`src/rtl/repl_pkg.sv`:
```
package repl_pkg;
  typedef enum logic [1:0] {
    POL_FIFO = 2'd0,
    POL_RAND = 2'd1,
    POL_LRU  = 2'd2
  } policy_e;

  typedef enum logic [1:0] {
    ADV_CYCLE = 2'd0,
    ADV_REF   = 2'd1,
    ADV_REPL  = 2'd2
  } rand_adv_e;
endpackage

```
`src/rtl/repl_fifo_ptrs.sv`:
```
module repl_fifo_ptrs #(
  parameter int WAYS = 4,
  parameter int SETS = 8,
  localparam int WAY_W = $clog2(WAYS),
  localparam int SET_W = $clog2(SETS)
) (
  input  logic             clk,
  input  logic             rst_n,
  input  logic             repl_req,
  input  logic [SET_W-1:0] repl_set,
  output logic [WAY_W-1:0] victim
);
  logic [WAY_W-1:0] ptr_q [SETS];

  always_ff @(posedge clk or negedge rst_n) begin
    if (!rst_n) begin
      for (int s = 0; s < SETS; s++) ptr_q[s] <= '0;
    end else if (repl_req) begin
      ptr_q[repl_set] <= (ptr_q[repl_set] == WAY_W'(WAYS - 1)) ? '0 : ptr_q[repl_set] + 1'b1;
    end
  end

  assign victim = ptr_q[repl_set];
endmodule

```
`src/rtl/repl_rand_ctr.sv`:
```
module repl_rand_ctr #(
  parameter int WAYS = 4,
  parameter repl_pkg::rand_adv_e ADV = repl_pkg::ADV_REPL,
  localparam int WAY_W = $clog2(WAYS)
) (
  input  logic             clk,
  input  logic             rst_n,
  input  logic             access_vld,
  input  logic             repl_req,
  output logic [WAY_W-1:0] victim
);
  logic             step;
  logic [WAY_W-1:0] cnt_q;
  logic             unused_strobes;

  assign unused_strobes = access_vld ^ repl_req;

  generate
    if (ADV == repl_pkg::ADV_CYCLE) begin : g_cycle
      assign step = 1'b1;
    end else if (ADV == repl_pkg::ADV_REF) begin : g_ref
      assign step = access_vld;
    end else begin : g_repl
      assign step = repl_req;
    end
  endgenerate

  always_ff @(posedge clk or negedge rst_n) begin
    if (!rst_n) cnt_q <= '0;
    else if (step) cnt_q <= (cnt_q == WAY_W'(WAYS - 1)) ? '0 : cnt_q + 1'b1;
  end

  assign victim = cnt_q;
endmodule

```
`src/rtl/repl_lru_order.sv`:
```
module repl_lru_order #(
  parameter int WAYS = 4,
  parameter int SETS = 8,
  localparam int WAY_W = $clog2(WAYS),
  localparam int SET_W = $clog2(SETS)
) (
  input  logic             clk,
  input  logic             rst_n,
  input  logic             access_vld,
  input  logic [SET_W-1:0] access_set,
  input  logic [WAY_W-1:0] access_way,
  input  logic [SET_W-1:0] repl_set,
  output logic [WAY_W-1:0] victim
);
  // ord_q[s][0] is the oldest way of set s, ord_q[s][WAYS-1] the newest
  logic [WAY_W-1:0] ord_q [SETS][WAYS];
  logic [WAY_W-1:0] cur_row [WAYS];
  logic [WAY_W-1:0] nxt_row [WAYS];
  logic [WAY_W-1:0] hit_pos;

  always_comb begin
    cur_row = ord_q[access_set];
    hit_pos = '0;
    for (int p = 0; p < WAYS; p++) begin
      if (cur_row[p] == access_way) hit_pos = WAY_W'(p);
    end
    for (int p = 0; p < WAYS - 1; p++) begin
      nxt_row[p] = (WAY_W'(p) >= hit_pos) ? cur_row[p + 1] : cur_row[p];
    end
    nxt_row[WAYS - 1] = access_way;
  end

  always_ff @(posedge clk or negedge rst_n) begin
    if (!rst_n) begin
      for (int s = 0; s < SETS; s++)
        for (int p = 0; p < WAYS; p++)
          ord_q[s][p] <= WAY_W'(p);
    end else if (access_vld) begin
      ord_q[access_set] <= nxt_row;
    end
  end

  assign victim = ord_q[repl_set][0];
endmodule

```
`src/rtl/repl_victim_sel.sv`:
```
module repl_victim_sel #(
  parameter repl_pkg::policy_e   POLICY   = repl_pkg::POL_LRU,
  parameter repl_pkg::rand_adv_e RAND_ADV = repl_pkg::ADV_REPL,
  parameter int WAYS = 4,
  parameter int SETS = 8,
  localparam int WAY_W = $clog2(WAYS),
  localparam int SET_W = $clog2(SETS)
) (
  input  logic             clk,
  input  logic             rst_n,
  input  logic             repl_req,
  input  logic [SET_W-1:0] repl_set,
  input  logic             access_vld,
  input  logic [SET_W-1:0] access_set,
  input  logic [WAY_W-1:0] access_way,
  output logic [WAY_W-1:0] victim_way
);
  generate
    if (POLICY == repl_pkg::POL_FIFO) begin : g_fifo
      logic unused_acc;
      assign unused_acc = access_vld ^ (^access_set) ^ (^access_way);
      repl_fifo_ptrs #(.WAYS(WAYS), .SETS(SETS)) fifo_i (
        .clk(clk), .rst_n(rst_n), .repl_req(repl_req),
        .repl_set(repl_set), .victim(victim_way)
      );
    end else if (POLICY == repl_pkg::POL_RAND) begin : g_rand
      logic unused_sets;
      assign unused_sets = (^repl_set) ^ (^access_set) ^ (^access_way);
      repl_rand_ctr #(.WAYS(WAYS), .ADV(RAND_ADV)) rand_i (
        .clk(clk), .rst_n(rst_n), .access_vld(access_vld),
        .repl_req(repl_req), .victim(victim_way)
      );
    end else begin : g_lru
      logic unused_req;
      assign unused_req = repl_req;
      repl_lru_order #(.WAYS(WAYS), .SETS(SETS)) lru_i (
        .clk(clk), .rst_n(rst_n), .access_vld(access_vld),
        .access_set(access_set), .access_way(access_way),
        .repl_set(repl_set), .victim(victim_way)
      );
    end
  endgenerate
endmodule

```
`config.mk`:
```
export PLATFORM = sky130hd
export DESIGN_NAME = repl_victim_sel
export DESIGN_NICKNAME = d
export VERILOG_FILES = /design/src/rtl/repl_pkg.sv /design/src/rtl/repl_fifo_ptrs.sv /design/src/rtl/repl_rand_ctr.sv /design/src/rtl/repl_lru_order.sv /design/src/rtl/repl_victim_sel.sv
export SDC_FILE = /design/constraint.sdc
export NUM_CORES = 1
export LEC_CHECK = 0
export BUFFER_PORTS_ARGS = -buffer_cell sky130_fd_sc_hd__clkbuf_2
export CORE_AREA = 3 3 82 84
export DETAILED_ROUTE_END_ITERATION = 16
export DIE_AREA = 0 0 85 87
export PLACE_DENSITY = 0.76
export SYNTH_ARGS = -nofsm -noshare
export SYNTH_HDL_FRONTEND = slang
export SYNTH_SLANG_ARGS = --single-unit
```
`constraint.sdc`:
```
create_clock -name clk -period 3.1 [get_ports clk]
set_input_delay 0.155 -clock clk [delete_from_list [all_inputs] [get_ports clk]]
set_output_delay 0.155 -clock clk [all_outputs]
set_load 0.02 [all_outputs]
```
==> reports/qor.yml <==
clocking:
  htree_levels: 3
  clk_latency_ns: 0.35
  cts_sinks: 64
  cts_tree: "done"
  cts_made_buffers: 9
  cts_hold_buf: 1
  clk_path_buf_depth: 2
  cts_root_buffer: "clkbuf_8"
  cts_setup_buffers: 0
  cts_resized: 0
  path_clk_slew_ns: 0.07
route:
  postRouteAntennaNets: 0
  wirelength_um: 8591
  top_layer: "met4"
  dr_wl_met2_um: 3832
  drc_errors: 0
  wl_per_cell_um: 19.35
  num_vias: 2854
  via_per_inst: 6.428
  met1_length_um: 3858
  wl_met3_um: 659
  drt-initial-drc-count: 391
  drtPass1Iterations: 7
sta:
  hold_viol_final: 0
  setup_violations: 0
  fin_crit_sh_pct: 88.93
  worstMarginPinSlew_ns: 0.8857
  layout_min_cycle_time_ns: 2.757
  relSlewSlack_pct: 40.33
  maxSlewViolCount: 0
  max_freq_ghz: 0.3627
  timing.hold.ws_ns: 0.3568
  rsz0062_at_grt: "false"
  skew_ns: 0.01259
  fin_tns_setup_ns: 0
floorplanning:
  core_um2: 5991
  num_rows: 28
  dieArea_um2: 7395
  start_util_pct: 59.63
  ioPinCount: 14
  fp.dieW_um: 85
  fp.dieH_um: 87
synth:
  yosys.cell_count.top_type: "nand2_1"
  synth.yosys.seq_area_share_pct: 45.95
  synth_cell_type_count: 51
  synthCells: 357
  synth_warnings: 0
  synth_top_area_cell: "dfstp_2"
  synth_nets: 369
  synth_top_cell_area_share_pct: 23.54
  ys_ff_latch: 64
  netlist_area_um2: 3572
  synth.top_cells.by_count: "nand2_1 (63), dfrtp_1 (32), dfstp_2 (32)"
  synth_area_leaders: "dfstp_2 (24%), dfrtp_1 (22%), mux4_2 (8.2%)"
  synth_edf_count: 0
  synth_ff_type: "dfstp_2"
  synthArstFlopShare_pct: 100.0
  avgSynthCellArea_um2: 10.01
critical_path:
  crit_required_ns: 3.28
  path_max_fanout: 8
  r2r_start: "g_lru.lru_i.ord_q[1]"
  critPathLaunchType: "register"
  arrival_ns: 2.94
  worstSetupPathType: "register to register"
  cp-startpoint: "g_lru.lru_i.ord_q[1]"
  end_kind: "register"
  rrSetupSlack_ns: 0.34
pwr:
  cellPowerDensity_nw_per_um2: 695.9
  ir_worst_vdd_v: 0.0004026
  finalPower_w: 0.002713
  p_leak_nw: 1.525
final_layout:
  num_antenna_cells: 0
  reg_top3: "g_lru.lru_i.ord_q (64)"
  fill_cells: 479
  largest_reg_flops: 64
  final_cell_area_um2: 3899
  fin_nets: 376
  top_register: "g_lru.lru_i.ord_q"
  drive_gt1_share_pct: 25.75
  finalNonFillerCells: 444
  syn_to_final_growth_pct: 9.142
job:
  maxCapViolations: 0
place:
  hpwl_um: 5751
  dp.cells: 427
  routabilityCongestion: 0.9029
  io_buffers: 12
  post_dp_cell_area_um2: 3674
global_routing:
  antenna_found_initial: 0
  grt_pass1_wl_um: 14300
  gr-total-overflow: 0
  grt_pass1_vias: 2760
  grt_max_degree: 65
  grt_usage_pct: 25.51
min_path:
  hold_class: "input port to asynchronous set/reset pin"
run_status:
  status: "completed"
[power breakdown]
group | internal, W | switching [W] | leakage (nW) | total (W)
Combinational | 0.000308 | 0.000408 | 0.681 | 0.000716
Sequential | 0.00108 | 0.000115 | 0.733 | 0.00120
Clock | 0.000473 | 0.000325 | 0.110 | 0.000798
Total | 0.00186 | 0.000849 | 1.52 | 0.00271
[cell type report]
| type | instances | area, um^2 | share of cell area [%] |
|---|---|---|---|
| Tap cell | 75 | 93.84 | 2.407 |
| Inverter | 3 | 11.26 | 0.2888 |
| Multi-Input combinational cell | 266 | 1802 | 46.21 |
| Clock inverter | 4 | 70.07 | 1.797 |
| Timing Repair Buffer | 20 | 135.1 | 3.466 |
| Clock buffer | 12 | 145.1 | 3.723 |
| Sequential cell | 64 | 1642 | 42.11 |
[worst max-delay path, stage by stage (launching register included)]
cell and delay (ns):
dfstp_2 0.38, mux2_1 0.29, mux4_2 0.52, o21a_2 0.28
o211a_4 0.30, o31ai_2 0.57, a31oi_1 0.24
[routing by layer]
metal	GRT usage, %	vias to the layer above
met5	0	-
met1	34.93	1391
met4	10.50	0
met3	7.379	23
met2	38.28	112
li1	-	1328
[worst paths after layout]
kind                       cells after the start               endpoint
max                                            6  g_lru.lru_i.ord_q[31]
min                                            3  g_lru.lru_i.ord_q[21]
max reg2reg                                    6  g_lru.lru_i.ord_q[31]
min reg2reg                                    2  g_lru.lru_i.ord_q[12]
min in group clk                               3  g_lru.lru_i.ord_q[49]
max in group asynchronous                      3  g_lru.lru_i.ord_q[56]
[cells by family after synthesis]
group           Yosys count  synth area share (%)
compound gates          106                 20.70
xor+xnor                  1                0.2452
buf+inv                  27                 3.608
flops                    64                 45.95
mux                      29                 12.99
simple gates            130                 16.50
[through the flow]
step                worst slack, ns  util [%]
global route                 0.2703     65.08
detailed placement           0.2908     61.32
CTS                          0.3881     65.08
floorplan                    0.6848         -
finish                       0.3431     65.08
global placement             0.3073     61.32
[cells in the final DEF, fill, tap and decap left out, drive strengths merged, types with 9 or more instances in the layout]
master	netlist	layout
nand2	63	63
o21ai	37	37
dfstp	32	32
dfrtp	32	32
nor2	28	28
clkbuf	15	24
a31oi	18	18
o211ai	18	18
mux4	13	13
o31ai	11	11
mux2	9	9
No activity file was read; power rests on OpenSTA's default activity.
